==> config.mk <==
export PLATFORM = sky130hd
export DESIGN_NAME = dbg_run_ctl
export DESIGN_NICKNAME = d
export VERILOG_FILES = /design/src/rtl/dbg_run_ctl.sv
export SDC_FILE = /design/constraint.sdc
export NUM_CORES = 1
export LEC_CHECK = 0
export BUFFER_PORTS_ARGS = -buffer_cell sky130_fd_sc_hd__buf_2
export CAP_MARGIN = 40
export CORE_AREA = 2 2 39 41
export CTS_BUF_LIST = sky130_fd_sc_hd__clkbuf_4 sky130_fd_sc_hd__clkbuf_8 sky130_fd_sc_hd__clkbuf_16
export DETAILED_ROUTE_END_ITERATION = 10
export DIE_AREA = 0 0 41 43
export SLEW_MARGIN = 20
export SYNTH_ARGS = -nofsm -noshare
export SYNTH_HDL_FRONTEND = slang
export SYNTH_SLANG_ARGS = --single-unit
==> constraint.sdc <==
create_clock -name clk -period 0.85 [get_ports clk]
set_input_delay 0.0425 -clock clk [delete_from_list [all_inputs] [get_ports clk]]
set_output_delay 0.0425 -clock clk [all_outputs]
set_load 0.03 [all_outputs]
==> src/rtl/dbg_run_ctl.sv <==
module dbg_run_ctl #(
  parameter int IRQ_W = 7
) (
  input  logic             clk,
  input  logic             rst_n,
  input  logic             cfg_step_en,
  input  logic             cfg_irq_quiet,
  input  logic             cfg_user_halt_ok,
  input  logic             cfg_trace_emu,
  input  logic             cfg_dbg_en,
  input  logic             retire,
  input  logic             halt_insn,
  input  logic             user_mode,
  input  logic             trace_req,
  input  logic [IRQ_W-1:0] irq_pend,
  input  logic             go_cmd,
  output logic             halt_req,
  output logic [IRQ_W-1:0] irq_fwd,
  output logic             illegal_op,
  output logic             priv_viol,
  output logic             trace_emu,
  output logic             trace_sup
);

  logic halted_q, illegal_q, priv_q, emu_q, sup_q;

  wire step_stop = cfg_step_en & retire & ~halted_q;
  wire halt_try  = halt_insn & ~halted_q;
  wire priv_ok   = ~user_mode | cfg_user_halt_ok;
  wire halt_take = halt_try & cfg_dbg_en & priv_ok;
  wire go_take   = go_cmd & halted_q;
  wire irq_hold  = cfg_step_en & cfg_irq_quiet;

  always_ff @(posedge clk) begin
    if (!rst_n) begin
      halted_q  <= 1'b0;
      illegal_q <= 1'b0;
      priv_q    <= 1'b0;
      emu_q     <= 1'b0;
      sup_q     <= 1'b0;
    end else begin
      halted_q  <= go_take ? 1'b0 : (halted_q | step_stop | halt_take);
      illegal_q <= halt_try & ~cfg_dbg_en;
      priv_q    <= halt_try & cfg_dbg_en & ~priv_ok;
      emu_q     <= trace_req & cfg_trace_emu;
      sup_q     <= trace_req & ~cfg_trace_emu;
    end
  end

  assign halt_req   = halted_q;
  assign irq_fwd    = irq_hold ? '0 : irq_pend;
  assign illegal_op = illegal_q;
  assign priv_viol  = priv_q;
  assign trace_emu  = emu_q;
  assign trace_sup  = sup_q;

endmodule


* Word-level counts from Yosys, hierarchy flattened *
Index checks and enable logic that the tools add are counted.

storage, ports and cells
  output and inout port bits = 12
  bits in registers = 5

cells by class
  bitwise operators = 20
  mux-type cells = 1
  reductions and logical operators = 1

operators with widths
  cell              count
  $and A1 B1 Y1     11
  $mux W7           1
  $not A1 Y1        6
  $or A1 B1 Y1      3
  $reduce_or A2 Y1  1

* Logic depth before layout (Yosys ltp) *
Gate-level depths: netlist of the first run.

  depth in word-level cells = 5
  mapped depth = 3
  mapped depth without buffers = 3

* Worst setup path before layout of the first run *
OpenSTA, ideal clock, no wires.

  kind = register to register
  start = register halted_q (netlist: halt_req)
  end = register halted_q (netlist: halt_req)
  arrival = 772 ps
  setup slack = -38 ps
  stages on the path, launching flop included = 3
  period minus slack after synthesis = 888 ps
  cells stage by stage = dfxtp_1 nand2_1 and3_1

on the way
  longest elaborated chain between the ends = 5
  elaborated cells between the ends (all ways) = 9
  those cells by class = bitwise (8); reduce/logical (1)

ends and longest elaborated chain
  item                         RTL line  text
  from (decl)                  25        logic halted_q, illegal_q, priv_q, emu_q, sup_q;
  from (signal assigned)       42        halted_q <= go_take ? 1'b0 : (halted_q | step_stop | halt_take);
  $not A1 Y1                   27, 28
  $and A1 B1 Y1                28        wire halt_try = halt_insn & ~halted_q;
  $and A1 B1 Y1 (2 in series)  30        wire halt_take = halt_try & cfg_dbg_en & priv_ok;
  $or A1 B1 Y1                 42

Parallel ways exist; a longest one is shown, timed or not.
A chain may end at the register's enable or synchronous reset.

* Worst setup path in the final report of the first run *
  start = register halted_q (netlist: halt_req)
  end = output halt_req

RTL lines
  item       RTL line  text
  to (decl)  17        output logic halt_req,

No word-level cell between the ends.

==> impl_summary.md, run 1 <==
Critical path
The signal on the critical path passes through buf_4. The startpoint of the most critical setup path is halt_req. At the worst endpoint, the required time is around 0.81 ns. For the worst setup path, the data arrival time is 0.76 ns. In this design, the largest share of critical-path delay is due to flip-flops. The critical path in this run is classified as register to primary output. The buffer and inverter count on the worst path is 1. The register-to-register setup slack is 0.08 ns. Of all nets on the critical path, the largest fanout is 5.

The largest single stage delay on the critical path is roughly 0.36 ns. In this run the critical register-to-register path is captured at halt_req. The slowest stage of the critical path is the dfxtp_2 cell. The worst register-to-register path begins at halt_req. The worst setup path is captured at a primary output.

The worst setup path is launched from a register. The worst register-to-register path has a depth of 3.

Routing
Using the TritonRoute via totals, the vias-per-cell ratio works out to 3.65. The number of DRC violations after detailed-routing iteration 0 is 7. After detailed routing, the average wire length per cell comes to 7.65 um. The count of vias placed by the detailed router is approximately 280. The overall routed net length is ~600 um. The count of nets left with antenna violations after detail routing is 0.

The first-pass iteration count of the detailed router is 4. The final routed DRC violation total is 0.

Floorplanning
The floorplan step set the die width to 41 um. The y dimension of the die is 43 um. In this run the count of I/O pins placed on the die edge is 31. The number of rows created at floorplan is 14. The die covers 1760 um2. The area of the placeable core is 1380 um2. Once the floorplan was initialized, standard cells occupied roughly 16% of the core.

Hold path
The worst hold path was traced through 3 stages. In this run the most critical hold path is launched from trace_req. The destination of the worst hold path is trace_sup. The path class of the tightest hold or removal check is primary input to register.

Cells and area
The most frequent standard cell in the layout excluding fill and tap cells is buf_2. The filler cells instantiated in the layout total 152. The repair_antennas step left the layout with diodes totalling 0.

The number of nets in the finished design is just over 80. The fraction of the core area covered by cells at the end of the flow is 31.5%. The library cells used most frequently in the layout, excluding fill and tap cells, are 28 x buf_2, 7 x and2_1, 6 x nand2_1, 4 x clkbuf_4, 4 x dfxtp_1. The share of cells above drive strength 1 is 57.4%. Relative to the synthesized area, the layout overhead comes to 101%.

CTS
The tree is rooted in a clkbuf_4. After clock tree synthesis, the setup repair step added 0 buffers. In this run the number of H-tree levels came out at 1. The TritonCTS clock tree is done.

Clock-pin slew was measured on the worst setup and hold paths at approximately 0.040 ns. In this run the deepest clock path goes through 2 buffers. At the later pin of the worst-skew pair, clock insertion delay measures 0.23 ns. Counting every sink on the clock net gives 5. The number of clock buffers added by TritonCTS is 3.

GRT
Entering global routing, the biggest net connects 8 pins. The number of antenna violations at the first check in global routing is 0. For this run, the total global-route usage over all layers was measured as under 10%. The total congestion overflow is 0.

The global-route wire length before repair is 869 um. The number of global-route vias before repair is 233.

Timing
The achievable frequency is between 1000 and 1500 MHz. For the pin with the worst max-slew slack, the measured transition is 0.152 ns. The portion of the clock cycle consumed by the worst path in the final layout is 94.0%. The number of hold-slack violations in the final timing report came to 0.

The clock arrives with 0.0000436 ns of skew. The total negative slack is 0 ns. The worst pin sits at a relative slew slack of around nine tenths. Setup violations remaining at the end of the flow were counted as 0.

Setup repair after global routing left no endpoint under its margin. The number of max-slew violations in the final report was 0. The final critical delay including setup and external delays is 0.799 ns.

Synthesis
The synthesized netlist net count is 45. The Yosys step of the flow raised 0 warnings. After synthesis, the netlist uses 9 different library cells.

The count of state elements after synthesis is 5. The synthesized area per cell is 8.33 um2. After synthesis, flip-flops and latches occupy 46.2% of the total area. The synthesized cell area is 216 um2. In the synthesized netlist, the number of instances is 26.

Run
Across the run, the number of max-cap violations was 0.

Status
The run finished with clean final reports.

Pwr
Dividing total power by cell area gives a power density of 1700 nW/um2. The static leakage is 0.245 nW. The maximum VDD drop is 461 uV.

Placement
The routability congestion estimate from global placement is 0.617. Detailed placement finished with a half-perimeter wire length of 520 um. The number of buffers inserted by port buffering is 30.
==> repair_timing <==
| action | 4_1_cts | 5_1_grt |
|---|---|---|
| endpoints found under the hold margin | 2 | 0 |
| resized for setup | 0 | 2 |
| endpoints found under the setup margin | 0 | 2 |
| hold buffers | 2 | 0 |
==> cell families after synthesis <==
group           synth area share [%]
flops                           46.2
compound gates                  4.62
simple gates                    49.1
==> synth_stat cells <==
cell | n | area share [%]
nor2b_4 | 1 | 6.4
nor3_1 | 2 | 4.6
and3_1 | 2 | 5.8
and2_1 | 7 | 20
nor2_1 | 1 | 1.7
nand2_1 | 6 | 10
a21oi_1 | 1 | 2.3
o21ai_1 | 1 | 2.3
dfxtp_1 | 5 | 46
==> through the flow <==
step	area [um2]	hold WS [ns]	power (mW)	setup slack, ns	std cells
2_1_floorplan	218	0.114	0.363	0.0422	26
3_3_place_gp	388	0.210	0.440	0.105	72
3_5_place_dp	388	0.217	0.442	0.0831	72
4_1_cts	438	0.0236	0.755	0.00612	78
5_1_grt	435	0.0342	0.787	0.00794	77
6_report	435	0.0314	0.741	0.0511	77
==> per-layer routing <==
layer,wire [um],track usage [%],share of wire (%)
met5,0,0,0
met3,59,3.14,10
met4,0,10.0,0
met1,231,8.77,39
met2,298,9.69,51
==> layout make-up <==
cell class              instances  area [um2]  share of cell area, %
clock buffers                   4        30.0                   6.90
multi-input cells              21         116                   26.7
flip-flops and latches          5         101                   23.3
well taps                      16        20.0                   4.60
repair buffers                 31         168                   38.5
==> power breakdown <==
group	total, mW	switching [mW]	leakage (nW)	internal [mW]
Clock	0.297	0.0879	0.0184	0.209
Sequential	0.254	0.00686	0.0413	0.248
Combinational	0.190	0.108	0.185	0.0811
==> how the worst max path moves through the flow <==
stage,cells past startpoint,endpoint,slack (ns)
6_report,1,halt_req,0.05
2_1_floorplan,3,halt_req,0.04
5_1_grt,1,halt_req,0.008
4_1_cts,1,halt_req,0.006
3_5_place_dp,3,halt_req,0.08
3_3_place_gp,3,halt_req,0.10
==> state kept, by name, indices dropped and copies added, names as in the netlist <==
signal,count
halt_req,1
illegal_op,1
priv_viol,1
trace_emu,1
trace_sup,1
Power figures use the tool's default switching activity.
==> inputs of run 2 (changes only) <==
Settings changed: ABC_AREA from default to 1, CTS_CLUSTER_DIAMETER from default to 150.
==> run 2 against run 1 <==
Compared with the run above:
- die area did not move
- clock skew about the same
- setup slack lost 0.014 ns
- clock power hardly changed
- combinational power is 6% higher
- sequential cell count unchanged
- power up 2.2%
- synthesized cell count is 46% higher
- critical path type unchanged
- largest cell class unchanged
- highest routed layer unchanged
==> impl_summary.md, run 2 <==
Status
The flow ran to the end, and the final reports show no timing, DRC or antenna violations.

Floorplanning
The area of the placeable core is between 1000 and 1500 um2. The die is 41 um wide. For this configuration, the core starts out at a cell density of 17.6%.

During I/O placement, the number of pins put on the boundary was 31. After floorplanning, the core was divided into 14 placement rows. The die is between 40 and 50 um tall.

The die covers between 1500 and 2000 um2.

CTS
The maximum clock path buffer count is 2. Clock latency on the worst-skew pair, taken at its later pin, is between 0.2 and 0.25 ns. CTS built an H-tree with a depth of 1.

TritonCTS built the clock tree. The post-CTS setup buffer count is 0. The number of buffers inserted during clock tree synthesis is 3. The clock-pin transition on the worst setup and hold timing paths is 0.04 ns. The CTS root buffer is clkbuf_4.

Counting every sink on the clock net gives 5.

Critical path
The critical-path maximum fanout is 5. In this run the number of cells on the critical path is 1. At the worst endpoint, the required time is just over 0.8 ns.

On the critical path, the stage with the largest delay is an instance of dfxtp_2. The category of the critical setup timing path is register to primary output. The cell type group with the largest total delay on the critical path is flip-flops. The sort of element at the end of the critical path is a primary output.

Together, buffers and inverters on the worst path number 1. Data on the critical path arrives at its endpoint at 0.77 ns. The worst register-to-register path has a depth of 3. The signal on the critical path passes through buf_4. The critical path launch point type is a register.

The biggest cell delay along the critical path is around 0.36 ns.

Routing
The average vias per placed instance is about 3.6. The number of DRC violations after detailed-routing iteration 0 is 5. The count of nets left with antenna violations once routing finished came out at 0. The first-pass iteration count of the detailed router is 3.

Summing over every cut layer, the via total after detailed routing is approximately 320. The overall routed net length is 635 um. After detailed routing, the number of remaining DRC violations is 0. Dividing the detail-routed wire length by the instance count gives slightly above 7 um.

Placement
Input and output buffers added on the ports amount to 30. Detailed placement finished with a half-perimeter wire length of 555 um. The routability congestion estimate from global placement is 0.755.

Timing
The final hold slack is ~0.015 ns. For the pin with the worst max-slew slack, the measured transition is 0.222 ns. The final critical path takes up 95.6% of the cycle. The number of max-slew violations in the final report is 0. The clock arrives with approximately 0.000025 ns of skew. The smallest clock period supported by the final layout is computed as around 0.8 ns. Setup violations remaining at the end of the flow were counted as 0. Static timing analysis puts the maximum clock frequency at between 1000 and 1500 MHz. Setup repair after global routing left no endpoint under its margin. The number of hold-slack violations in the final timing report was 0. Measured against its own limit, the worst slew margin works out to between 80 and 90%. The total negative slack is 0 ns.

Cells and area
The most frequent standard cell in the layout excluding fill and tap cells is buf_2. Leaving out fill and tap cells, the most frequent cells in the layout are 29 x buf_2, 11 x inv_1, 9 x nor2_1, 5 x nand2_1. The combined area of the multi-input logic cells is 98.8 um2. The fill cell total of the finished layout is 153. The sequential standard cell area is 101 um2. The number of antenna diodes in the final layout is 0. The share of cells above drive strength 1 is a little over half. From synthesis to final layout, the design area changed by 87.7%.

The number of nets in the finished design is 93.

Synthesis
Yosys mapped the design onto 12 distinct sky130hd cell types. The count of state elements after synthesis is 5. After synthesis, the largest family of logic cells by area is simple AND/OR/NAND/NOR gates. The synthesized netlist devotes 5.64% of its cell area to compound gates.

Yosys mapped a number of flops with a built-in enable equal to 0. The multiplexer share of the synthesized area is 0%. The synthesized area per cell is 6.42 um2. Yosys instantiated no cell more often than inv_1.

The gate count after technology mapping is 38. After Yosys synthesis, XOR and XNOR cells account for 0% of the synthesized area. The synthesized netlist net count is 57. The adder-cell share of the synthesized area is 0%.

The area share of the leading cell type in the synthesized netlist is 41.0%. Sorting the synthesized cells by area gives the leading types as dfxtp_1 41%, inv_1 17%, nor2_1 14%, nand2_1 7.7%, nand3_2 4.1%. In the synthesized netlist, the cells that appear most often are 11 x inv_1, 9 x nor2_1, 5 x dfxtp_1, 5 x nand2_1. The synthesized design spends more area on one cell type than any other, namely dfxtp_1. During synthesis, Yosys emitted a total of 0 warnings. The share of synthesized area occupied by flip-flops and latches is a little over 40%. For this run, the leading register cell type out of synthesis is dfxtp_1.

The synthesized netlist occupies a cell area of 244 um2. Of all flip-flops after synthesis, the portion carrying an async set or reset was 0%. The simple-gate share of the synthesized area is 34.9%.

GRT
Entering global routing, the biggest net connects 8 pins. The number of antenna violations at the first check in global routing is 0. The global-route wire length before repair is a little over 900 um. The total congestion overflow is 0. Across every metal layer, demand over resource in global routing totals under 10%. The number of global-route vias before repair is 278.

Run
The tool flagged a number of max-cap violations equal to 0.

Hold path
The worst hold path was traced through 2 stages. The path class of the lowest-slack min-delay path is primary input to register.

Pwr
In this run the static leakage power is 0.293 nW. Dividing total power by cell area gives a power density of 1650 nW/um2. IR analysis of the VDD net gives a maximum drop of 324 uV.
-- run 2: cell types whose count changed after synthesis, moves of 2 or more --
cell,change
inv_1,+11
and2_1,-7
and3_1,-2
nor2_1,+8
-- run 2: cells by family (layout without fill, tap and decap cells) --
| group | Yosys count | after routing |
|---|---|---|
| AOI/OAI and AO/OA | 2 | 2 |
| buffers and inverters | 12 | 47 |
| DFF | 5 | 5 |
| and+or+nand+nor | 19 | 19 |
-- run 2: layout make-up --
cell class	count	area share, %
inverters	12	9.84
clock buffers	4	6.56
repair buffers	31	35.5
multi-input cells	21	21.6
flip-flops and latches	5	22.1
well taps	16	4.37
-- run 2: power breakdown --
part	internal (mW)	switching [mW]	total [mW]
Combinational	0.0776	0.124	0.202
Clock	0.209	0.0908	0.300
Sequential	0.248	0.00753	0.255
Total	0.534	0.223	0.757
-- run 2: what timing repair did --
| item | CTS | global route |
|---|---|---|
| setup endpoints to repair | 1 | 0 |
| resized for setup | 1 | 0 |
| endpoints found under the hold margin | 1 | 0 |
| hold buffers | 1 | 0 |
-- run 2: final timing paths --
check | to | from | slack (ns)
max reg2reg | halt_req | halt_req | 0.13
min reg2reg | illegal_op | halt_req | 0.47
max | halt_req | halt_req | 0.04
min | illegal_op | cfg_dbg_en | 0.02
-- run 2: stage by stage --
stage                     instance area, um2  util, %  instances  setup slack (ns)  total power, mW
after floorplan                          245        -         38             0.100            0.376
after global placement                   415     30.0         84             0.160            0.455
after detailed placement                 415     30.0         84             0.135            0.458
after CTS                                458     33.1         89            0.0252            0.765
after global routing                     458     33.1         89           0.00722            0.807
final                                    458     33.1         89            0.0375            0.757
-- run 2: routing by layer --
metal | part of all wire [%] | up-vias | GRT usage, % | routed length, um
met3 | 8.2 | 0 | 3.66 | 52
met1 | 37 | 128 | 6.49 | 237
li1 | - | 179 | - | -
met4 | 0 | 0 | 6.00 | 0
met5 | 0 | - | 0 | 0
met2 | 54 | 9 | 12.8 | 345
==> inputs of run 3 (changes only) <==
Settings changed: HOLD_SLACK_MARGIN from default to 0.15.
==> run 3 against run 2 <==
Compared with the run above:
- register-to-register slack improved by 0.02 ns
- via count increased by 13%
- sequential cell count unchanged
- routed wire length increased by 14%
- global-route usage increased by 1.4 points
- setup slack lost 0.0051 ns
- critical path type unchanged
- largest power group unchanged
==> impl_summary.md, run 3 (synthesized netlist as in run 2, its figures left out) <==
Status
The run finished with clean final reports.

Hold path
The cell count of the worst hold path is 3. The min-delay analysis places its worst path in the category primary input to register.

Pwr
The static leakage is 0.335 nW. In this run the power density over the cells is 1450 nW/um2. The maximum VDD drop is 356 uV.

Routing
After detailed routing, the number of vias per cell comes to 3.68. The first-pass iteration count of the detailed router is 2. For this block, the initial DRC count from the detailed router was 2.

The detailed-route wire length per cell is 7.44 um. For this block, the routed nets add up to 722 um of wire. The count of nets left with antenna violations after detail routing is 0. The final routed DRC violation total is 0. The final route contains about 360 vias.

Floorplanning
The floorplan step set the die width to 41 um. The initial core utilization is 17.6%. The y dimension of the die is roughly 43 um.

The die covers ~1800 um2. After floorplanning, the core was sized to cover 1380 um2. The number of rows created at floorplan is 14. 31 I/O pins were placed.

CTS
The tree is rooted in a clkbuf_4. The clock passes through at most 2 buffers. The clock-pin transition on the worst setup and hold timing paths is 0.04 ns. The clock latency reported for the late side of the worst-skew pair is 0.24 ns.

TritonCTS built the clock tree. The tree built by TritonCTS fans out to 5 sinks. The number of buffers inserted during clock tree synthesis is 3. The depth of the CTS H-tree is 1.

Critical path
Traced cell by cell, the critical path runs through buf_4. Counting cells, the worst reg-to-reg path comes to 3. The arrival time of data at the critical path endpoint is between 0.7 and 0.8 ns. The slowest stage of the critical path belongs to the cell dfxtp_2. The critical path required time is 0.81 ns. The number of stages on the worst setup path is 1. Of all nets on the critical path, the largest fanout is 5. In this design, the stage delay of the slowest critical-path cell is 0.36 ns. The sort of element at the end of the critical path is a primary output. The buffer and inverter count on the worst path is 1. The kind of cell with the highest combined delay along the critical path is flip-flops.

The category of the critical setup timing path is register to primary output. The critical path launch point type is a register.

Cells and area
In the layout the commonest cells are 28 x buf_2, 11 x inv_1, 9 x nor2_1, 9 x dlygate4sd3_1, 5 x nand2_1. The number of nets in the finished design is 101. Fill cells in the final layout number 143. In the final layout, the share of cells above drive strength 1 is 46.9%. The area growth from synthesis to layout is 124%.

The number of antenna diodes in the final layout is 0. The most frequent standard cell in the layout excluding fill and tap cells is buf_2. The finished cells cover roughly 550 um2.

Placement
The routability congestion estimate from global placement is 0.755. Input and output buffers added on the ports amount to 30. The total half-perimeter wirelength after legalization and detailed placement is 555 um.

The area after detailed placement is 415 um2.

Run
Max-cap violations in this run came to 0.

GRT
The number of global-route vias before repair is 324. The number of antenna violations at the first check in global routing is 0. Global routing used 9.16% of the available tracks. The global-route wire length before repair is approximately 1100 um.

The total congestion overflow is 0. The largest net degree at the start of global routing is 8.

Timing
In the final timing run, aggregate negative setup slack is 0 ns. The final hold slack is 0.221 ns. Setup repair after global routing left no endpoint under its margin. Of the available clock period, the critical path in the final layout requires between 90% and 100%. The number of setup violations in the final report is 0. For the final database, setup skew stands at between 0.00006 and 0.00007 ns.

In this run the tightest slew margin relative to its limit is 85.6%. The final critical delay including setup and external delays is between 0.8 and 0.9 ns. The number of hold-slack violations in the final timing report is 0.

The number of max-slew violations in the final report is 0. The pin slew with the least headroom to its limit is 0.213 ns. The achievable frequency is 1220 MHz.
[run 3: cell count changes in the layout (fill, tap and decap cells not counted)]
cell / before / now
dlygate4sd3_1: 1 / 9
dlymetal6s4s_1: 0 / 1
buf_2: 29 / 28
[run 3: layer usage]
metal	global-route usage, %	routed length [um]	vias up
met5	0	0	-
met4	6.00	11	0
met3	3.66	53	2
met2	16.3	400	11
met1	7.47	257	149
li1	-	-	195
[run 3: layout make-up]
class / count / area [um2] / area share (%)
Timing Repair Buffer: 39 / 250 / 45.9
Inverter: 12 / 45.0 / 8.26
Multi-Input combinational cell: 21 / 98.8 / 18.1
Sequential cell: 5 / 101 / 18.6
Clock buffer: 4 / 30.0 / 5.50
Tap cell: 16 / 20.0 / 3.67
[run 3: final timing paths]
kind                   from          to  slack, ns
setup / recovery   halt_req    halt_req       0.03
hold / removal    halt_insn  illegal_op       0.22
setup reg to reg   halt_req    halt_req       0.15
hold reg to reg    halt_req  illegal_op       0.47
[run 3: per-stage QoR]
step                util, %  std cells  power, mW  setup WS, ns
floorplan                 -         38      0.376         0.100
global placement       30.0         84      0.455         0.160
detailed placement     30.0         84      0.458         0.135
CTS                    39.6         98      0.797        0.0235
global route           39.4         97      0.840       0.00683
finish                 39.4         97      0.792        0.0324
[run 3: report_power, final]
| part | total, mW | switching [mW] | internal, mW |
|---|---|---|---|
| clock network | 0.304 | 0.0946 | 0.209 |
| registers | 0.255 | 0.00769 | 0.248 |
| logic | 0.233 | 0.129 | 0.104 |
[run 3: repair_timing]
action | in CTS | in global routing
endpoints found under the hold margin | 5 | 0
hold buffers | 10 | 0
resized for setup | 1 | 1
endpoints found under the setup margin | 1 | 2
buffers inserted | 0 | 0
pin swaps | 0 | 3
